<file path="src/rtl/srp_pkg.sv">
package srp_pkg;

    // Status bits sent ahead of the magnitude: overrange, then sign.
    localparam int unsigned SRP_STATUS_W = 2;

    // Minimum depth of a metastability synchroniser.
    localparam int unsigned SRP_SYNC_MIN = 2;

endpackage

</file>
<file path="src/rtl/srp_sync.sv">
module srp_sync #(
    parameter int unsigned        WIDTH   = 2,
    parameter int unsigned        STAGES  = srp_pkg::SRP_SYNC_MIN,
    parameter logic [WIDTH-1:0]   RST_VAL = '0
) (
    input  logic             clk,
    input  logic             rst_n,
    input  logic [WIDTH-1:0] din,
    output logic [WIDTH-1:0] dout
);

    typedef logic [STAGES-1:0][WIDTH-1:0] chain_t;

    chain_t chain_d, chain_q;

    always_comb begin
        chain_d[0] = din;
        for (int s = 1; s < STAGES; s++) begin
            chain_d[s] = chain_q[s-1];
        end
    end

    always_ff @(posedge clk or negedge rst_n) begin
        if (!rst_n) begin
            for (int s = 0; s < STAGES; s++) begin
                chain_q[s] <= RST_VAL;
            end
        end else begin
            chain_q <= chain_d;
        end
    end

    assign dout = chain_q[STAGES-1];

endmodule

</file>
<file path="src/rtl/srp_edge.sv">
module srp_edge #(
    parameter int unsigned      WIDTH   = 2,
    parameter logic [WIDTH-1:0] RST_VAL = '0
) (
    input  logic             clk,
    input  logic             rst_n,
    input  logic [WIDTH-1:0] level,
    output logic [WIDTH-1:0] fall,
    output logic [WIDTH-1:0] rise
);

    logic [WIDTH-1:0] prev_d, prev_q;

    always_comb begin
        prev_d = level;
    end

    always_ff @(posedge clk or negedge rst_n) begin
        if (!rst_n) begin
            prev_q <= RST_VAL;
        end else begin
            prev_q <= prev_d;
        end
    end

    for (genvar b = 0; b < WIDTH; b++) begin : g_bit
        assign fall[b] = prev_q[b] & ~level[b];
        assign rise[b] = ~prev_q[b] & level[b];
    end

endmodule

</file>
<file path="src/rtl/srp_shifter.sv">
module srp_shifter #(
    parameter int unsigned FRAME_W = 18
) (
    input  logic               clk,
    input  logic               rst_n,
    input  logic               rd_fall,
    input  logic               rd_rise,
    input  logic               sclk_fall,
    input  logic [FRAME_W-1:0] load_frame,
    output logic               active,
    output logic               bit_out
);

    localparam int unsigned    CNT_W = $clog2(FRAME_W);
    localparam logic [CNT_W-1:0] LAST = CNT_W'(FRAME_W - 1);

    typedef struct packed {
        logic               active;
        logic [CNT_W-1:0]   cnt;
        logic [FRAME_W-1:0] shreg;
    } shift_st_t;

    shift_st_t st_d, st_q;

    always_comb begin
        st_d = st_q;
        if (rd_rise) begin
            st_d.active = 1'b0;
            st_d.cnt    = '0;
        end else if (rd_fall) begin
            st_d.active = 1'b1;
            st_d.cnt    = '0;
            st_d.shreg  = load_frame;
        end else if (st_q.active && sclk_fall && (st_q.cnt != LAST)) begin
            st_d.shreg = {st_q.shreg[FRAME_W-2:0], 1'b0};
            st_d.cnt   = st_q.cnt + 1'b1;
        end
    end

    always_ff @(posedge clk or negedge rst_n) begin
        if (!rst_n) begin
            st_q <= '0;
        end else begin
            st_q <= st_d;
        end
    end

    assign active  = st_q.active;
    assign bit_out = st_q.shreg[FRAME_W-1];

    AST_CAPTURE_RESTARTS: assert property (@(posedge clk) disable iff (!rst_n)
        rd_fall |=> (st_q.active && (st_q.cnt == '0)));

    AST_RISE_ENDS_READ: assert property (@(posedge clk) disable iff (!rst_n)
        rd_rise |=> !st_q.active);

    AST_ONE_STEP_PER_FALL: assert property (@(posedge clk) disable iff (!rst_n)
        (st_q.active && sclk_fall && !rd_rise && !rd_fall && (st_q.cnt != LAST))
        |=> (st_q.cnt == $past(st_q.cnt) + 1'b1));

    AST_COUNT_IN_FRAME: assert property (@(posedge clk) disable iff (!rst_n)
        st_q.cnt <= LAST);

    AST_LAST_BIT_HELD: assert property (@(posedge clk) disable iff (!rst_n)
        (st_q.active && (st_q.cnt == LAST) && !rd_rise && !rd_fall)
        |=> $stable(st_q.shreg));

    AST_FRAME_NOT_RELOADED: assert property (@(posedge clk) disable iff (!rst_n)
        (st_q.active && !rd_fall && !rd_rise && !sclk_fall)
        |=> $stable(st_q.shreg));

endmodule

</file>
<file path="src/rtl/serial_result_port.sv">
module serial_result_port #(
    parameter int unsigned DATA_W      = 16,
    parameter int unsigned SYNC_STAGES = srp_pkg::SRP_SYNC_MIN
) (
    input  logic              clk,
    input  logic              rst_n,
    input  logic              res_valid,
    input  logic              res_ovr,
    input  logic              res_pol,
    input  logic [DATA_W-1:0] res_data,
    input  logic              rd_n,
    input  logic              sclk,
    output logic              sdo_data,
    output logic              sdo_oe
);

    localparam int unsigned FRAME_W = DATA_W + srp_pkg::SRP_STATUS_W;
    localparam int unsigned PIN_RD  = 0;
    localparam int unsigned PIN_CK  = 1;
    localparam int unsigned PINS    = 2;
    // Idle level of both host pins is high.
    localparam logic [PINS-1:0] PIN_IDLE = '1;

    typedef struct packed {
        logic [FRAME_W-1:0] hold;
    } top_st_t;

    top_st_t st_d, st_q;

    logic [PINS-1:0]    pins_sync;
    logic [PINS-1:0]    pins_fall;
    logic [PINS-1:0]    pins_rise;
    logic [FRAME_W-1:0] new_frame;
    logic [FRAME_W-1:0] load_frame;
    logic               sh_active;
    logic               sh_bit;

    srp_sync #(
        .WIDTH   (PINS),
        .STAGES  (SYNC_STAGES),
        .RST_VAL (PIN_IDLE)
    ) u_sync (
        .clk   (clk),
        .rst_n (rst_n),
        .din   ({sclk, rd_n}),
        .dout  (pins_sync)
    );

    srp_edge #(
        .WIDTH   (PINS),
        .RST_VAL (PIN_IDLE)
    ) u_edge (
        .clk   (clk),
        .rst_n (rst_n),
        .level (pins_sync),
        .fall  (pins_fall),
        .rise  (pins_rise)
    );

    assign new_frame = {res_ovr, res_pol, res_data};

    always_comb begin
        st_d = st_q;
        if (res_valid) begin
            st_d.hold = new_frame;
        end
        // A result landing in the capture cycle wins over the stored one.
        load_frame = res_valid ? new_frame : st_q.hold;
    end

    always_ff @(posedge clk or negedge rst_n) begin
        if (!rst_n) begin
            st_q <= '0;
        end else begin
            st_q <= st_d;
        end
    end

    srp_shifter #(
        .FRAME_W (FRAME_W)
    ) u_shift (
        .clk        (clk),
        .rst_n      (rst_n),
        .rd_fall    (pins_fall[PIN_RD]),
        .rd_rise    (pins_rise[PIN_RD]),
        .sclk_fall  (pins_fall[PIN_CK]),
        .load_frame (load_frame),
        .active     (sh_active),
        .bit_out    (sh_bit)
    );

    assign sdo_oe   = sh_active;
    assign sdo_data = sh_active & sh_bit;

    AST_CAPTURE_TAKES_NEW: assert property (@(posedge clk) disable iff (!rst_n)
        (pins_fall[PIN_RD] && res_valid) |=> (sdo_oe && (sdo_data == $past(res_ovr))));

    AST_FIRST_BIT_STORED: assert property (@(posedge clk) disable iff (!rst_n)
        (pins_fall[PIN_RD] && !res_valid) |=> (sdo_oe && (sdo_data == $past(st_q.hold[FRAME_W-1]))));

    AST_QUIET_WHEN_OFF: assert property (@(posedge clk) disable iff (!rst_n)
        (!sdo_oe && !pins_fall[PIN_RD]) |=> !sdo_oe);

endmodule

</file>
<file path="config.mk">
export PLATFORM = sky130hd
export DESIGN_NAME = serial_result_port
export DESIGN_NICKNAME = d
export VERILOG_FILES = /design/src/rtl/srp_pkg.sv /design/src/rtl/srp_sync.sv /design/src/rtl/srp_edge.sv /design/src/rtl/srp_shifter.sv /design/src/rtl/serial_result_port.sv
export SDC_FILE = /design/constraint.sdc
export NUM_CORES = 1
export LEC_CHECK = 0
export BUFFER_PORTS_ARGS = -buffer_cell sky130_fd_sc_hd__buf_2
export CAP_MARGIN = 15
export CORE_ASPECT_RATIO = 1.75
export CORE_MARGIN = 2
export CORE_UTILIZATION = 50
export CTS_CLUSTER_DIAMETER = 200
export DETAILED_ROUTE_END_ITERATION = 10
export PLACE_DENSITY_LB_ADDON = 0.05
export SETUP_SLACK_MARGIN = 0.2
export SYNTH_ARGS = -nofsm -noshare
export SYNTH_HDL_FRONTEND = slang
export SYNTH_HIERARCHICAL = 1
export SYNTH_SLANG_ARGS = --single-unit
</file>
<file path="constraint.sdc">
create_clock -name clk -period 3.5 [get_ports clk]
set_clock_uncertainty 0.2 [all_clocks]
set_input_delay 0.525 -clock clk [delete_from_list [all_inputs] [get_ports clk]]
set_output_delay 0.525 -clock clk [all_outputs]
set_load 0.01 [all_outputs]
</file>
==> results of run 1 <==
-- final timing paths --
check	slack [ns]	end	from	cells after the start
setup / recovery	1.22	u_shift/st_q[13]	u_edge/prev_q[0]	4
max in group asynchronous	2.26	u_shift/active	rst_n	1
setup reg to reg	1.22	u_shift/st_q[13]	u_edge/prev_q[0]	4
hold reg to reg	0.16	u_sync/dout[0]	u_sync/chain_d[2]	0
min in group asynchronous	0.21	st_q[2]	rst_n	1
hold / removal	0.12	u_sync/chain_d[3]	sclk	1
-- power by group through the flow --
stage	sequential, uW	clock (uW)	combinational (uW)
3_3_place_gp	693	0	195
6_report	688	338	206
5_1_grt	696	377	231
2_1_floorplan	681	0	158
4_1_cts	688	345	207
3_5_place_dp	697	0	207
-- per-stage QoR --
step | hold slack [ns] | utilization (%) | area, um^2
3_3_place_gp | 0.146 | 53.5 | 2330
6_report | 0.121 | 55.6 | 2420
3_5_place_dp | 0.153 | 53.5 | 2330
4_1_cts | 0.110 | 55.6 | 2420
5_1_grt | 0.0981 | 55.6 | 2420
2_1_floorplan | 0.0294 | - | 2260
-- registers in the layout, summed over array words and instances, names as in the netlist --
signal           cells
st_q                18
u_edge/prev_q        2
u_shift/active       1
u_shift/bit_out      1
u_shift/st_q        22
u_sync/chain_d       2
u_sync/dout          2
-- metal layers --
metal / track usage, % / routed length (um) / up-vias
met4: 8.96 / 76 / 0
met1: 25.3 / 1920 / 781
met5: 0 / 0 / -
met2: 31.2 / 2300 / 58
met3: 4.35 / 209 / 10
li1: - / - / 737
-- area by class of cell --
type                       instances  share of cell area, %
timing repair buffer              24                   4.95
inverter                           4                  0.619
sequential                        48                   49.8
multi-input combinational        124                   38.2
clock buffer                       8                   3.72
tap                               51                   2.63
==> results by group, run 1 <==
Layout
  – Multi-input gate area: 927 um^2
  – FF+latch area: approximately 1200 um^2
  – Layout Nets: approximately 230
  – Final std cells w/o fill: 259
  – P&R area growth vs syn: 7.37%
  – Commonest non-fill, non-tap cell in the layout: dfrtp_1
  – Filler Cells Inserted: around 400
  – Ant diodes: 0
  – Share of cells above drive strength 1: slightly below 30%
  – Most frequent cells in the layout: dfrtp_1, buf_2, nor2_1, a211oi_1, o22ai_1

Setup path
  – Critical path launch point type: register
  – Crit Path Max Fanout: 11
  – CP cell instances: and2b_2 -> nand3b_1 -> nor2_1 -> a211oi_1
  – Crit path buf inv count: 0
  – Slowest cell on the critical path: nor2_1
  – Crit-path max cell delay: 0.67 ns
  – Worst EP required: 3.44 ns
  – Crit Path Category: register to register
  – Crit path arrival time: around 2.2 ns
  – CP Capture Type: register
  – CP top delay family: simple AND/OR/NAND/NOR gates

Clocking
  – Post-CTS Setup Bufs: 0
  – CTS max path bufs: 2
  – Skew-Pair Late Insertion Delay: roughly 0.3 ns
  – CTS tree: yes
  – CTS sink count: 48
  – CTS buffer count: 5
  – Clock transition at the registers of the reported paths: roughly 0.08 ns
  – Post-CTS Hold Fix Bufs: 0
  – H-tree depth: 2
  – Root buffer cell: clkbuf_8
  – CTS resizes: 0

Placed design
  – DPL Wire Length: just over 3000 um
  – Inst Count DP: around 250
  – Dpl ws: between 1 and 1.5 ns
  – Placer Congestion: ~0.8
  – Port buffer count: 24

Detailed routing
  – DRC errors left: 0
  – Vias per Instance: slightly above 6
  – Drt wl/cell: ~17 um
  – Post-Route WL: 4510 um
  – 1st-iter DRT viols: 57
  – Routed Antenna Nets: 0
  – DR vias: 1586
  – Pre-antenna DRT Iters: 5

Global route
  – Pin count of the biggest net entering global routing: 49
  – Overflow after GRT: 0
  – First-pass GRT wire length: roughly 7300 um
  – Vias in the first global route: 1602
  – GRT Util Overall: 19.9%
  – Initial antenna violation count: 0

Timing
  – Fin. max-slew vios: 0
  – Period utilisation layout: 65.2%
  – Final Hold Viols: 0
  – Final setup fails: 0
  – Max transition margin: between 30% and 40%
  – Worst Slack Setup Final: 1.22 ns
  – Final min period: 2.28 ns
  – RSZ-0062 raised after global routing: false
  – Setup total negative slack: 0 ns
  – F_max: around 440 MHz
  – Actual slew at the worst max-slew pin: roughly 1.0 ns

Worst hold path
  – Hold crit path type: input pin to register

Synthesis
  – Post-synthesis cell area: around 2300 um^2
  – Post-synthesis instance total: approximately 190
  – Synth Warn #: 6
  – Avg Synthesized Cell Area: approximately 12 um^2
  – Post-Syn Nets: between 200 and 250

Power
  – Internal: between 800 and 900 uW
  – Switching Fraction: between 20% and 30%
  – Power Density: 508 nW/um^2
  – Peak VDD IR: ~0.37 mV
  – Final total power: 1230 uW
  – Flop pwr share: a little under three fifths
  – Sw power: 334 uW
  – Gate power share: between 10% and 20%
  – Lkg Pwr: around 0.001 uW
  – Clk pwr share: 27.4%

Die
  – IO Pins: 25
  – DIE WIDTH: roughly 55 um
  – Core Footprint: 4360 um^2
  – Die height: around 93 um
  – Row Count: 32
  – Starting Density: between 50% and 60%
  – Die ar.: approximately 5100 um^2

Flow run
  – Max-cap violation count: 0

Outcome
  – Status: complete, no violations
Power figures use the tool's default switching activity.
==> inputs of run 2 (changes only) <==
==> constraint.sdc (replaced) <==
create_clock -name clk -period 2.1 [get_ports clk]
set_clock_uncertainty 0.2 [all_clocks]
set_input_delay 0.315 -clock clk [delete_from_list [all_inputs] [get_ports clk]]
set_output_delay 0.315 -clock clk [all_outputs]
set_load 0.01 [all_outputs]
==> run 2 against run 1 <==
Net effect: sequential power rose by 66%; power grew 66%; largest power group unchanged; non-clock buffer count is 15 higher; global-route usage up 0.97 points; core utilization is 3.3 points higher; design area up 5.9%; flip-flop and latch count unchanged; maximum frequency increased by 22%.
==> results by group, run 2 (same netlist as run 1, synthesis figures left out) <==
Setup path
  – CP cell instances: inv_1 -> ha_2 -> nor4bb_4 -> buf_4 -> or4_1 -> a21oi_1
  – Worst EP required: roughly 2.1 ns
  – CP Capture Type: register
  – Crit Path Category: register to register
  – Crit-path max cell delay: roughly 0.46 ns
  – Crit Path Max Fanout: 8
  – CP top delay family: simple AND/OR/NAND/NOR gates
  – Crit path arrival time: about 1.9 ns
  – Critical path launch point type: register
  – Slowest cell on the critical path: or4_1
  – Crit path buf inv count: 2

Layout
  – Ant diodes: 0
  – P&R area growth vs syn: 13.7%
  – Layout Nets: ~250
  – Commonest non-fill, non-tap cell in the layout: dfrtp_1
  – Reg with most FFs: u_shift/st_q
  – Max reg flops: 22
  – Share of cells above drive strength 1: between 30% and 40%
  – Filler Cells Inserted: 380
  – Most frequent cells in the layout: dfrtp_1, buf_2, a211oi_1
  – Largest regs: u_shift/st_q (22), st_q (18)
  – Final instance area: about 2600 um^2

Power
  – Final total power: ~2000 uW
  – Internal: around 1500 uW
  – Clk pwr share: about a quarter
  – Sw power: about 560 uW
  – Gate power share: between 10% and 20%
  – Peak VDD IR: 0.563 mV
  – Lkg Pwr: between 0.001 and 0.0015 uW
  – Flop pwr share: between 50% and 60%
  – Switching Fraction: 27.5%
  – Power Density: 798 nW/um^2

Die
  – Row Count: 32
  – Die height: slightly above 90 um
  – DIE WIDTH: approximately 55 um
  – Die ar.: about 5000 um^2
  – Core Footprint: 4360 um^2
  – IO Pins: 25
  – Starting Density: 51.7%

Timing
  – Period utilisation layout: between 80% and 90%
  – Actual slew at the worst max-slew pin: 0.430 ns
  – F_max: ~540 MHz
  – Final Hold Viols: 0
  – Final min period: between 1.5 and 2 ns
  – Hold Worst Slack: 0.0513 ns
  – Max transition margin: just over 70%
  – Worst Slack Setup Final: roughly 0.23 ns
  – Fin. max-slew vios: 0
  – Final setup fails: 0
  – Setup total negative slack: 0 ns
  – RSZ-0062 raised after global routing: true

Placed design
  – Dpl cell area: 2400 um^2
  – DPL Wire Length: between 3000 and 4000 um
  – Dpl ws: a little under 0.005 ns
  – Port buffer count: 24
  – Placer Congestion: approximately 0.76

Clocking
  – Root buffer cell: clkbuf_8
  – Clock transition at the registers of the reported paths: 0.10 ns
  – Skew-Pair Late Insertion Delay: approximately 0.30 ns
  – CTS sink count: 48
  – CTS max path bufs: 2
  – H-tree depth: 2
  – CTS buffer count: 5
  – CTS tree: yes

Detailed routing
  – DRC errors left: 0
  – Drt wl/cell: approximately 17 um
  – Post-Route WL: roughly 4600 um
  – Met2 WL: approximately 2400 um
  – Vias per Instance: 5.92
  – Routed wl met3: 123 um
  – Top Metal Used: met4
  – DR vias: roughly 1600
  – Pre-antenna DRT Iters: 4
  – Wl on met1: 1960 um
  – 1st-iter DRT viols: 29
  – Routed Antenna Nets: 0

Global route
  – Vias in the first global route: 1632
  – Pin count of the biggest net entering global routing: 29
  – Overflow after GRT: 0
  – Initial antenna violation count: 0
  – GRT Util Overall: between 20% and 30%
  – First-pass GRT wire length: slightly below 8000 um

Flow run
  – Max-cap violation count: 0

Outcome
  – Status: complete, no violations

Worst hold path
  – Hold crit path type: input pin to register
run 2: power by group through the flow:
stage / Combinational [uW] / Clock (uW) / Sequential (uW)
6_report: 366 / 546 / 1140
5_1_grt: 417 / 606 / 1160
4_1_cts: 361 / 571 / 1140
3_5_place_dp: 354 / 0 / 1160
3_3_place_gp: 340 / 0 / 1150
2_1_floorplan: 263 / 0 / 1140
run 2: through the flow:
| stage | util [%] | std cells |
|---|---|---|
| floorplan | - | 191 |
| global placement | 55.0 | 260 |
| detailed placement | 55.0 | 260 |
| CTS | 58.1 | 272 |
| global route | 58.8 | 274 |
| finish | 58.8 | 274 |
run 2: repair_timing:
action,4_1_cts,5_1_grt
buffers inserted,1,2
endpoints found under the hold margin,19,0
setup endpoints to repair,12,12
hold buffers,3,0
resized for setup,3,5
cloned,0,0
pin swaps,0,2
run 2: routing by layer:
metal / global-route usage, % / vias to the layer above
met5: 0 / -
li1: - / 765
met4: 6.88 / 0
met3: 4.35 / 6
met2: 32.4 / 30
met1: 28.1 / 822
run 2: cell type report:
type | instances | area [um^2] | area share, %
Multi-Input combinational cell | 124 | 947 | 36.9
Sequential cell | 48 | 1210 | 47.1
Clock buffer | 6 | 72.6 | 2.83
Timing Repair Buffer | 39 | 244 | 9.50
Clock inverter | 2 | 16.3 | 0.634
Tap cell | 51 | 63.8 | 2.49
Inverter | 4 | 15.0 | 0.585
run 2: worst paths after layout:
path / from / endpoint / slack, ns / cells after the start
setup / recovery: u_shift/st_q[19] / u_shift/st_q[20] / 0.23 / 6
hold / removal: res_data[13] / st_q[13] / 0.05 / 2
setup reg to reg: u_shift/st_q[19] / u_shift/st_q[20] / 0.23 / 6
hold reg to reg: u_sync/chain_d[2] / u_sync/dout[0] / 0.16 / 0
max in group asynchronous: rst_n / u_sync/chain_d[2] / 0.79 / 3
min in group asynchronous: rst_n / st_q[2] / 0.26 / 2
